`src/rtl/rcb_pkg.sv`:
```
package rcb_pkg;
  localparam int ROW_W   = 7;
  localparam int COL_W   = 5;
  localparam int XING_W  = 8;
  localparam int ADC_W   = 3;
  localparam int CHG_W   = 6;
  localparam int CHG_MAX = (1 << CHG_W) - 1;

  typedef struct packed {
    logic              sync;
    logic [ROW_W-1:0]  row;
    logic [COL_W-1:0]  col;
    logic [XING_W-1:0] xing;
    logic [ADC_W-1:0]  adc;
  } hit_t;

  typedef struct packed {
    logic              marker;
    logic [COL_W-1:0]  col;
    logic [ROW_W-1:0]  first;
    logic [ROW_W-1:0]  last;
    logic [XING_W-1:0] xing;
    logic [CHG_W-1:0]  charge;
  } desc_t;

  typedef enum logic [2:0] {
    ACT_IDLE,
    ACT_OPEN,
    ACT_EXTEND,
    ACT_CLOSE_OPEN,
    ACT_FLUSH,
    ACT_MARK
  } act_e;

  function automatic logic [CHG_W-1:0] sat_add(input logic [CHG_W-1:0] acc,
                                               input logic [ADC_W-1:0] adc);
    logic [CHG_W:0] sum;
    sum = {1'b0, acc} + {{(CHG_W + 1 - ADC_W){1'b0}}, adc};
    if (sum > (CHG_W + 1)'(CHG_MAX)) return CHG_W'(CHG_MAX);
    return sum[CHG_W-1:0];
  endfunction
endpackage

```
`src/rtl/rcb_merge_ctl.sv`:
```
module rcb_merge_ctl
  import rcb_pkg::*;
(
  input  logic  in_valid,
  input  hit_t  hit,
  input  logic  open,
  input  desc_t cur,
  input  logic  slot_free,
  output act_e  act,
  output logic  in_ready
);
  localparam int NXT_W = ROW_W + 1;

  logic [NXT_W-1:0] next_row;
  logic             adjacent;

  assign next_row = {1'b0, cur.last} + NXT_W'(1);
  assign adjacent = open && (hit.col == cur.col) && (hit.xing == cur.xing) &&
                    ({1'b0, hit.row} == next_row);

  always_comb begin
    act      = ACT_IDLE;
    in_ready = 1'b1;
    if (in_valid) begin
      if (hit.sync) begin
        if (open) begin
          in_ready = 1'b0;
          if (slot_free) act = ACT_FLUSH;
        end else if (slot_free) begin
          act = ACT_MARK;
        end else begin
          in_ready = 1'b0;
        end
      end else if (adjacent) begin
        act = ACT_EXTEND;
      end else if (!open) begin
        act = ACT_OPEN;
      end else if (slot_free) begin
        act = ACT_CLOSE_OPEN;
      end else begin
        in_ready = 1'b0;
      end
    end
  end
endmodule

```
`src/rtl/rcb_cluster_reg.sv`:
```
module rcb_cluster_reg
  import rcb_pkg::*;
(
  input  logic  clk,
  input  logic  rst_n,
  input  act_e  act,
  input  hit_t  hit,
  output logic  open,
  output desc_t cur
);
  always_ff @(posedge clk) begin
    if (!rst_n) begin
      open <= 1'b0;
      cur  <= '0;
    end else begin
      unique case (act)
        ACT_OPEN, ACT_CLOSE_OPEN: begin
          open       <= 1'b1;
          cur.marker <= 1'b0;
          cur.col    <= hit.col;
          cur.first  <= hit.row;
          cur.last   <= hit.row;
          cur.xing   <= hit.xing;
          cur.charge <= {{(CHG_W - ADC_W){1'b0}}, hit.adc};
        end
        ACT_EXTEND: begin
          cur.last   <= hit.row;
          cur.charge <= sat_add(cur.charge, hit.adc);
        end
        ACT_FLUSH: open <= 1'b0;
        default: ;
      endcase
    end
  end

  // an extension advances the last row by exactly one
  a_r2_extend_step: assert property (@(posedge clk) disable iff (!rst_n)
    (act == ACT_EXTEND) |=> (cur.last == $past(cur.last) + 7'd1));

  // the charge never decreases while a cluster grows
  a_r6_charge_no_drop: assert property (@(posedge clk) disable iff (!rst_n)
    (act == ACT_EXTEND) |=> (cur.charge >= $past(cur.charge)));

  // a flush leaves no cluster open
  a_r7_flush_closes: assert property (@(posedge clk) disable iff (!rst_n)
    (act == ACT_FLUSH) |=> !open);
endmodule

```
`src/rtl/rcb_out_stage.sv`:
```
module rcb_out_stage
  import rcb_pkg::*;
(
  input  logic  clk,
  input  logic  rst_n,
  input  logic  load,
  input  desc_t load_data,
  input  logic  o_ready,
  output logic  o_valid,
  output desc_t o_data,
  output logic  slot_free
);
  assign slot_free = !o_valid || o_ready;

  always_ff @(posedge clk) begin
    if (!rst_n) begin
      o_valid <= 1'b0;
      o_data  <= '0;
    end else if (load) begin
      o_valid <= 1'b1;
      o_data  <= load_data;
    end else if (o_ready) begin
      o_valid <= 1'b0;
    end
  end

  // a stalled descriptor holds
  a_r8_hold: assert property (@(posedge clk) disable iff (!rst_n)
    (o_valid && !o_ready) |=> (o_valid && $stable(o_data)));

  // the control never overwrites an untaken descriptor
  a_r8_no_overwrite: assert property (@(posedge clk) disable iff (!rst_n)
    load |-> (!o_valid || o_ready));

  // a cluster's rows are ordered
  a_r2_row_order: assert property (@(posedge clk) disable iff (!rst_n)
    (o_valid && !o_data.marker) |-> (o_data.last >= o_data.first));
endmodule

```
`src/rtl/row_cluster_builder.sv`:
```
module row_cluster_builder
  import rcb_pkg::*;
(
  input  logic              clk,
  input  logic              rst_n,
  input  logic              in_valid,
  output logic              in_ready,
  input  logic              in_sync,
  input  logic [ROW_W-1:0]  in_row,
  input  logic [COL_W-1:0]  in_col,
  input  logic [XING_W-1:0] in_xing,
  input  logic [ADC_W-1:0]  in_adc,
  output logic              o_valid,
  input  logic              o_ready,
  output logic              o_marker,
  output logic [COL_W-1:0]  o_col,
  output logic [ROW_W-1:0]  o_row_first,
  output logic [ROW_W-1:0]  o_row_last,
  output logic [XING_W-1:0] o_xing,
  output logic [CHG_W-1:0]  o_charge
);
  hit_t  hit;
  act_e  act;
  logic  open;
  desc_t cur;
  logic  slot_free;
  logic  load;
  desc_t load_data;
  desc_t mark_desc;
  desc_t o_data;

  assign hit = '{sync: in_sync, row: in_row, col: in_col, xing: in_xing, adc: in_adc};

  rcb_merge_ctl u_ctl (
    .in_valid (in_valid),
    .hit      (hit),
    .open     (open),
    .cur      (cur),
    .slot_free(slot_free),
    .act      (act),
    .in_ready (in_ready)
  );

  rcb_cluster_reg u_clu (
    .clk  (clk),
    .rst_n(rst_n),
    .act  (act),
    .hit  (hit),
    .open (open),
    .cur  (cur)
  );

  assign mark_desc = '{marker: 1'b1, col: hit.col, first: hit.row, last: hit.row,
                       xing: hit.xing, charge: {{(CHG_W - ADC_W){1'b0}}, hit.adc}};
  assign load      = (act == ACT_FLUSH) || (act == ACT_CLOSE_OPEN) || (act == ACT_MARK);
  assign load_data = (act == ACT_MARK) ? mark_desc : cur;

  rcb_out_stage u_out (
    .clk      (clk),
    .rst_n    (rst_n),
    .load     (load),
    .load_data(load_data),
    .o_ready  (o_ready),
    .o_valid  (o_valid),
    .o_data   (o_data),
    .slot_free(slot_free)
  );

  assign o_marker    = o_data.marker;
  assign o_col       = o_data.col;
  assign o_row_first = o_data.first;
  assign o_row_last  = o_data.last;
  assign o_xing      = o_data.xing;
  assign o_charge    = o_data.charge;

  // an accepted marker is on the output in the next cycle
  a_r9_marker_next: assert property (@(posedge clk) disable iff (!rst_n)
    (in_valid && in_ready && in_sync) |=> (o_valid && o_marker));

  // a marker is never accepted while a cluster is open
  a_r7_marker_after_flush: assert property (@(posedge clk) disable iff (!rst_n)
    (in_valid && in_ready && in_sync) |-> !open);
endmodule

```
`config.mk`:
```
export PLATFORM = sky130hd
export DESIGN_NAME = row_cluster_builder
export DESIGN_NICKNAME = d
export VERILOG_FILES = /design/src/rtl/rcb_pkg.sv /design/src/rtl/rcb_merge_ctl.sv /design/src/rtl/rcb_cluster_reg.sv /design/src/rtl/rcb_out_stage.sv /design/src/rtl/row_cluster_builder.sv
export SDC_FILE = /design/constraint.sdc
export NUM_CORES = 1
export LEC_CHECK = 0
export BUFFER_PORTS_ARGS = -buffer_cell sky130_fd_sc_hd__buf_2
export CAP_MARGIN = 20
export CELL_PAD_IN_SITES_DETAIL_PLACEMENT = 1
export CELL_PAD_IN_SITES_GLOBAL_PLACEMENT = 1
export CORE_ASPECT_RATIO = 0.7
export CORE_UTILIZATION = 25
export CTS_BUF_LIST = sky130_fd_sc_hd__clkbuf_4 sky130_fd_sc_hd__clkbuf_8 sky130_fd_sc_hd__clkbuf_16
export DETAILED_ROUTE_END_ITERATION = 12
export GPL_TIMING_DRIVEN = 0
export MAX_ROUTING_LAYER = met4
export PLACE_DENSITY_LB_ADDON = 0.12
export SETUP_SLACK_MARGIN = 0.4
export SLEW_MARGIN = 20
export SYNTH_ARGS = -nofsm -noshare
export SYNTH_HDL_FRONTEND = slang
export SYNTH_SLANG_ARGS = --single-unit
```
`constraint.sdc`:
```
create_clock -name clk -period 4.1 [get_ports clk]
set_clock_uncertainty 0.1 [all_clocks]
set_input_delay 1.025 -clock clk [delete_from_list [all_inputs] [get_ports clk]]
set_output_delay 1.025 -clock clk [all_outputs]
set_load 0.03 [all_outputs]
```
# --- Word-level counts from Yosys, hierarchy flattened ---
# Index checks and enable logic that the tools add are counted.
word_totals:
  output_inout_bits: 36
  input_bits: 28
  word_cells: 60
  regBits: 69
classes:
  muxes: 24
  reduce_logical: 12
  n_eq_ne: 8
  n_lt_le_gt_ge: 1
  addsub: 2
ops:
  columns: ["cell", "count"]
  rows:
  - ["$mux 34", 1]
  - ["$mux 3", 7]
  - ["$mux 6", 2]
  - ["$pmux 6 s2", 1]
  - ["$mux 1", 11]
  - ["$add 7x1->8 const B", 1]
  - ["$eq 7x8->1", 1]
  - ["$eq 8x8->1", 1]
  - ["$add 6x3->7", 1]
  - ["$gt 7x6->1 const B", 1]
  - ["$eq 3x2->1 const B", 2]
  - ["$eq 3x3->1 const B", 2]
  - ["$reduce_bool 2->1", 3]
  - ["$eq 5x5->1", 1]
  - ["$eq 3x1->1 const B", 1]
  - ["$logic_and 1x1->1", 3]
  - ["$logic_or 1x1->1", 3]
  - ["$reduce_or 3->1", 1]
  - ["$mux 2", 1]
  - ["$pmux 1 s2", 1]
  - ["$reduce_or 2->1", 1]
  - ["$logic_not 1->1", 1]

# --- Longest topological paths before layout ---
# Gate-level depths: netlist (run 1).
logic_depth:
  depth_word: 12
  ltp_mapped: 9
  mapped_depth_nobuf: 7

# --- Cells and area by module ---
# A second synthesis (run 1) with hierarchy kept.
hier_totals:
  cells_unflattened: 388
  hier_area_um2: 3819.9
by_module_without_submodules:
  columns: ["mod", "area_each_um2", "instances", "seq_area_each_um2", "cells_each"]
  rows:
  - ["rcb_cluster_reg", 1520.2, 1, 680.7, 178]
  - ["rcb_out_stage", 1353.8, 1, 700.7, 113]
  - ["row_cluster_builder", 528.0, 1, 0.0, 40]
  - ["rcb_merge_ctl", 417.9, 1, 0.0, 57]

# --- Worst setup path before layout (run 1) ---
# No wires, ideal clock.
synth_timing:
  kind: "input -> output"
  start: "input port in_xing[5]"
  end: "output port in_ready"
  path_stages: 8
  path_buffers: 2
  required_time_ps: 2975
  t_arrival_ps: 3056
  slack_ps: -81
  cell_sequence: "xnor2_1 -> nand4_1 -> nor4_1 -> or4b_1 -> buf_2 -> buf_2 -> a21o_1 -> a31oi_1"
synth_between:
  elab_chain_cells: 6
synth_rtl:
  columns: ["item", "line", "source"]
  rows:
  - ["start, declared", "row_cluster_builder.sv:11", "input logic [XING_W-1:0] in_xing,"]
  - ["$eq 8x8->1", "rcb_merge_ctl.sv:18", "assign adjacent = open && (hit.col == cur.col) && (hit.xing == cur.xing) &&"]
  - ["$logic_and 1x1->1 (2 in series)", "rcb_merge_ctl.sv:18", null]
  - ["$mux 1", "rcb_merge_ctl.sv:34", "end else if (adjacent) begin"]
  - ["$mux 1", "rcb_merge_ctl.sv:25", "if (hit.sync) begin"]
  - ["$mux 1", "rcb_merge_ctl.sv:24", "if (in_valid) begin"]
  - ["end, declared", "row_cluster_builder.sv:7", "output logic in_ready,"]
# Every way passes these cells.

# --- Worst setup path in the final report (run 1) ---
layout_timing:
  start: "input port in_row[1]"
  end: "output port in_ready"
layout_between:
  elab_chain_cells: 5
layout_rtl:
  columns: ["item", "line", "source"]
  rows:
  - ["start, declared", "row_cluster_builder.sv:9", "input logic [ROW_W-1:0] in_row,"]
  - ["$eq 7x8->1", "rcb_merge_ctl.sv:19", "({1'b0, hit.row} == next_row);"]
  - ["$logic_and 1x1->1", "rcb_merge_ctl.sv:18", null]
  - ["$mux 1", "rcb_merge_ctl.sv:34", null]
  - ["$mux 1", "rcb_merge_ctl.sv:25", null]
  - ["$mux 1", "rcb_merge_ctl.sv:24", null]
# Every way passes these cells.

==> results of run 1 <==
[metrics by stage]
step	total power, mW	hold WS [ns]	instances
final	1.75	0.365	645
after global routing	1.84	0.386	645
after CTS	1.77	0.372	645
after detailed placement	1.02	0.361	624
after global placement	1.01	0.356	624
after floorplan	0.917	0.354	396
[cells in the mapped netlist (all sizes together) (2+ instances only)]
cell type  instances
a31oi             19
and4               2
a211oi             4
and3               3
o22ai              4
nand3             22
mux2i             10
o21ai             40
nor2              34
nand2             36
nand3b             2
nor4               4
clkbuf            26
a21o               2
nor2b              3
ha                 4
dfxtp             69
xor2               5
buf                7
o211ai            15
a21oi             27
nor4b              2
nor3               5
xnor2             15
o21a               2
o221a             15
nand4              4
[kinds of logic (layout without fill, tap and decap cells)]
family | count (synthesis) | in the layout | synth area share, %
flops | 69 | 69 | 41.0
simple gates | 123 | 123 | 17.6
compound gates | 135 | 135 | 26.8
mux | 10 | 10 | 2.97
fa+ha+maj | 5 | 5 | 2.08
buf+inv | 34 | 117 | 4.35
xor+xnor | 20 | 20 | 5.20
[layer usage]
metal / share of wire, % / vias up
met5: 0 / -
met4: 0.76 / 0
met3: 2.6 / 9
met2: 43 / 52
met1: 53 / 1687
li1: - / 1625
[sequential cells by signal, indices dropped and copies added (netlist names)]
register,cells
u_out.o_data,34
u_out.o_valid,1
u_clu.open,1
u_clu.cur,33
[power by group through the flow]
stage	clock, mW	sequential, mW	combinational, mW
floorplan	0	0.785	0.132
global placement	0	0.747	0.266
detailed placement	0	0.749	0.269
CTS	0.759	0.735	0.276
global route	0.794	0.740	0.307
finish	0.736	0.735	0.282
[layout by cell type, fill, tap and decap left out, drive strengths merged, types with 5 or more instances in the layout]
cell    synthesis  final
buf             7     72
dfxtp          69     69
o21ai          40     40
clkbuf         26     40
nand2          36     36
nor2           34     34
a21oi          27     27
nand3          22     22
a31oi          19     19
o221a          15     15
o211ai         15     15
xnor2          15     15
mux2i          10     10
nor3            5      5
xor2            5      5
[timing repair]
action                                  4_1_cts  5_1_grt
endpoints found under the setup margin        1        2
pin swaps                                     5        9
buffers inserted                              5        0
gates resized for setup                      13       16
[final timing paths]
kind	start	endpoint	slack [ns]	depth (start not counted)
worst min-delay path	u_out.o_data[3]$_SDFFE_PN0P_	u_out.o_data[3]$_SDFFE_PN0P_	0.37	2
worst min register to register	u_out.o_data[3]$_SDFFE_PN0P_	u_out.o_data[3]$_SDFFE_PN0P_	0.37	2
worst max register to register	u_clu.cur[15]$_SDFFE_PN0P_	u_out.o_data[2]$_SDFFE_PN0P_	0.89	10
worst max-delay path	in_row[1]	in_ready	-0.12	10
[worst max-delay path: cells and delay by family]
| family | cells | cell delay, ns |
|---|---|---|
| xor+xnor | 1 | 0.14 |
| compound gates | 2 | 0.35 |
| simple gates | 3 | 0.99 |
| buf+inv | 4 | 0.57 |
[layout make-up]
type	count	area share, %
multi-input combinational	293	44.8
inverter	1	0.0849
clock inverter	4	0.509
timing repair buffer	67	9.08
clock buffer	12	5.89
sequential	69	31.3
tap	166	4.70
buffer	33	3.68
==> out/qor.yml, run 1 <==
core_area_um2: 13100
setup_viol: 1
fillers: 1552
n_antenna_cell: 0
use_met3_pct: 4.00
crit_type: "primary input to output pin"
period_needed_ns: 4.22
vias: 3373
htree_levels: 3
p_int_mw: 1.26
finalCritPeriodShare_pct: 103
critical-path-top-cell-by-count: "buf_8"
synth_cell_types: 49
worstPathRequired_ns: 2.97
synth-edff-count: 0
num_rows: 35
cts_buffer_depth: 2
busiest_layer: "met2"
start_kind: "primary input"
worst_slack_ns: -0.120
viasPerCell: 5.23
grt_use_met2_pct: 28.2
hold_violations: 0
ios: 64
area_growth_pct: 31.3
final_layout_size_suffix_gt1_share_pct: 26.5
grt_antenna_before_repair: 0
cts_root_buffer: "clkbuf_16"
async_flop_share_pct: 0
tns_ns: -0.120
rsz0062_at_grt: "yes"
wirelength_um: 12200
crit_fanout: 4
synthTopCellsByArea: "dfxtp_1, o21ai_0, o221a_2, nand2_1, xnor2_1"
pwr-share-seq_pct: 41.9
multiInputGateArea_um2: 1980
wl_per_cell_um: 19.0
vdd_drop_max_uv: 214
pwr-share-comb_pct: 16.1
p_clk_share_pct: 42.0
syn_area_um2: 3370
place_area_um2: 3970
final_core_utilization_pct: 33.7
switching_power_mw: 0.495
switching_share_pct: 28.2
place_congestion: 0.761
status: "finished, violations left"
maxCapViolCount: 0
initial_core_util_pct: 25.6
clk_pin_slew_ns: 0.06
synth_top_area_share_pct: 41.0
grt_max_degree: 12
cp-end-kind: "output pin"
path_cells: "clkbuf_4 > xnor2_2 > nand4_1 > nor4_4 > or4b_4 > buf_8 > buf_8 > a21o_1 > a31oi_4 > buf_6"
max_freq_mhz: 237
worst_pin_slew_ns: 0.781
antenna_left: 0
postCtsHoldBufs: 0
fin_nets: 507
syn-num-nets: 429
tritoncts: "built"
grt_util_met1_pct: 26.9
track_usage_pct: 19.2
grt_overflow_total: 0
drtIter0Drc: 178
grt_pass1_wl_um: 19700
dieHeight_um: 99.1
die-area_um2: 13900
clkLatencyLatePin_ns: 0.33
violations: "negative setup slack"
leakage_nw: 1.72
first_pass_iters: 4
remaining_drc_errors: 0
max_slew_margin_pct: 47.9
final_area_um2: 4420
synthCells: 396
dp_slack_ns: -0.361
finalMaxSlewViolations: 0
yosys_most_used_dff: "dfxtp_1"
yosysWarnings: 0
ys_seq_elements: 69
ys_seq_area_share_pct: 41.0
worst_path_max_delay_cell: "or4b_4"
seqCellArea_um2: 1380
hpwlAfterDp_um: 9020
arrival_ns: 3.10
synth_largest_area_cell: "dfxtp_1"
synth_area_per_cell_um2: 8.50
grt_pass1_vias: 3392
hold_path_class: "register to register"
slowest_delay_ns: 0.51
die_w_um: 141
numCtsBuffers: 9
cellPowerDensity_nw_per_um2: 397
io_buffers: 62
numClockSinks: 69
No activity file was read; power rests on OpenSTA's default activity.
==> inputs of run 2 (changes only) <==
Settings changed: CORE_UTILIZATION 25 to 41.
==> run 2 against run 1 <==
Clock power grew 23%. First-iteration DRC count grew 38%. The flow still finishes with violations (negative setup slack). Critical path type unchanged. Sequential share of layout area shrank 0.12 points. Non-clock buffer count grew 3. Critical path depth is the same. Sequential power is essentially flat. Worst setup slack is essentially flat.
==> out/qor.yml, run 2 (synthesis results as in run 1) <==
status: "finished, violations left"  # unchanged
violations: "negative setup slack"  # unchanged
cts_root_buffer: "clkbuf_16"  # unchanged
vias: 3494  # was 3373
drt-met1-wl_um: 5600  # was 6550 µm
clk_pin_slew_ns: 0.06  # about the same
cp-end-kind: "output pin"  # unchanged
hp-start: "u_out.o_data[3]$_SDFFE_PN0P_"  # unchanged
final_common_cell: "dfxtp_1"  # unchanged
area_growth_pct: 31.7  # was 31.3%
remaining_drc_errors: 0  # unchanged
timing.rr.start: "u_clu.cur[14]$_SDFFE_PN0P_"  # was u_clu.cur[15]$_SDFFE_PN0P_
crit_type: "primary input to output pin"  # unchanged
switching_power_mw: 0.513  # was 0.495 mW
track_usage_pct: 29.8  # was 19.2%
pwr-share-comb_pct: 14.8  # was 16.1%
top_register: "u_out.o_data"  # unchanged
finalMaxSlewViolations: 0  # unchanged
grt_max_degree: 14  # was 12
wl_met3_um: 567  # was 324 µm
hpwlAfterDp_um: 8170  # was 9020 µm
worstPathRequired_ns: 2.97  # about the same
multiInputGateArea_um2: 1970  # was 1980 µm²
num_rows: 27  # was 35
max_freq_mhz: 237  # about the same
final_area_um2: 4430  # was 4420 µm²
wirelength_um: 11900  # was 12200 µm
core_area_um2: 7910  # was 13100 µm²
wl_met2_um: 5500  # was 5270 µm
die-area_um2: 8580  # was 13900 µm²
grt_antenna_before_repair: 0  # unchanged
start_kind: "primary input"  # unchanged
n_antenna_cell: 0  # unchanged
arrival_ns: 3.10  # about the same
cts_buffer_depth: 2  # unchanged
grt_pass1_wl_um: 18700  # was 19700 µm
grt_pass1_vias: 3456  # was 3392
mostFrequentLayoutCells: "dfxtp_1, buf_2, o21ai_0, nand2_1, nor2_1"  # unchanged
ios: 64  # unchanged
place_area_um2: 3890  # was 3970 µm²
first_pass_iters: 4  # unchanged
rsz0062_at_grt: "yes"  # unchanged
hold_violations: 0  # unchanged
final_layout_size_suffix_gt1_share_pct: 26.8  # was 26.5%
htree_levels: 3  # unchanged
seqCellArea_um2: 1380  # about the same
die_w_um: 110  # was 141 µm
setup_viol: 1  # unchanged
tns_ns: -0.120  # about the same
wl_per_cell_um: 20.4  # was 19.0 µm
hold_end: "u_out.o_data[3]$_SDFFE_PN0P_"  # unchanged
crit_fanout: 3  # was 4
switching_share_pct: 26.7  # was 28.2%
tritoncts: "built"  # unchanged
hold_path_class: "register to register"  # unchanged
initial_core_util_pct: 42.6  # was 25.6%
p_clk_share_pct: 47.0  # was 42.0%
reg2reg_depth: 8  # was 10
reg_top3: "u_out.o_data (34), u_clu.cur (33)"  # unchanged
io_buffers: 62  # unchanged
timing.rr.end: "u_out.o_data[11]$_SDFFE_PN0P_"  # was u_out.o_data[2]$_SDFFE_PN0P_
cellPowerDensity_nw_per_um2: 434  # was 397 nW/µm²
numCtsBuffers: 9  # unchanged
holdPathStages: 2  # unchanged
clkLatencyLatePin_ns: 0.33  # about the same
worst_pin_slew_ns: 0.751  # was 0.781 ns
vdd_drop_max_uv: 265  # was 214 µV
place_congestion: 0.828  # was 0.761
max_slew_margin_pct: 49.9  # was 47.9%
period_needed_ns: 4.22  # about the same
fillers: 931  # was 1552
worst_slack_ns: -0.120  # about the same
numClockSinks: 69  # unchanged
antenna_left: 0  # unchanged
maxCapViolCount: 0  # unchanged
grt_overflow_total: 0  # unchanged
dieHeight_um: 77.8  # was 99.1 µm
viasPerCell: 5.99  # was 5.23
drtIter0Drc: 245  # was 178
rrSetupSlack_ns: 0.72  # was 0.89 ns
leakage_nw: 1.77  # was 1.72 nW
routed.top_layer: "met4"  # unchanged
fin_nets: 510  # was 507
p_int_mw: 1.41  # was 1.26 mW
finalCritPeriodShare_pct: 103  # about the same
largest_reg_flops: 34  # unchanged
pwr-share-seq_pct: 38.2  # was 41.9%
==> run 2: cell count changes in the layout (fill, tap and decap cells not counted), sizes merged <==
| cell | change |
|---|---|
| inv | +1 |
| bufinv | +3 |
| clkinv | -2 |
| buf | +5 |
| clkbuf | -5 |
| clkinvlp | +1 |
==> run 2: stage by stage <==
stage	utilization [%]	power (mW)	instances	setup slack (ns)	hold slack, ns
after floorplan	-	0.917	396	0.256	0.354
after global placement	49.2	1.00	559	-0.260	0.356
after detailed placement	49.2	1.01	559	-0.294	0.361
after CTS	55.6	1.93	580	-0.0979	0.376
after global routing	56.1	1.99	583	-0.215	0.395
final	56.1	1.92	583	-0.120	0.376
==> run 2: layer usage <==
metal  up-vias  track usage [%]
li1       1633                -
met1      1749             40.8
met2        93             44.9
met3        19             5.29
met4         0             8.55
met5         -                -
==> run 2: worst max-delay path by stage <==
stage,startpoint,to,slack [ns],cells past startpoint
2_1_floorplan,in_xing[0],in_ready,0.26,8
3_3_place_gp,in_row[1],in_ready,-0.26,10
3_5_place_dp,in_col[0],in_ready,-0.29,10
4_1_cts,in_xing[5],in_ready,-0.1,10
5_1_grt,in_col[0],in_ready,-0.21,10
6_report,in_col[0],in_ready,-0.12,10
==> run 2: power by group through the flow <==
stage | registers, mW | logic (mW) | clock network (mW)
6_report | 0.735 | 0.285 | 0.904
5_1_grt | 0.739 | 0.305 | 0.945
4_1_cts | 0.734 | 0.281 | 0.913
3_5_place_dp | 0.747 | 0.264 | 0
3_3_place_gp | 0.746 | 0.257 | 0
2_1_floorplan | 0.785 | 0.132 | 0
==> run 2: layout make-up <==
type,count,share of cell area (%)
well taps,101,2.85
plain buffers,33,3.67
multi-input cells,293,44.5
flip-flops and latches,69,31.2
clock buffers,9,5.08
clock inverters,7,2.77
inverters,1,0.0847
repair buffers,70,9.88
==> run 2: timing repair <==
item,CTS,global route
setup endpoints to repair,1,1
pin swaps,10,5
cloned,0,0
hold buffers,0,0
resized for setup,26,5
buffers inserted,5,3
==> run 2: critical path, stage by stage <==
cell and delay (ns):
buf_8 0.10, xnor2_2 0.15, nand4_1 0.19, nor4_4 0.35
or4b_4 0.51, buf_8 0.14, buf_8 0.11, a21o_1 0.18
a31oi_4 0.18, buf_6 0.15
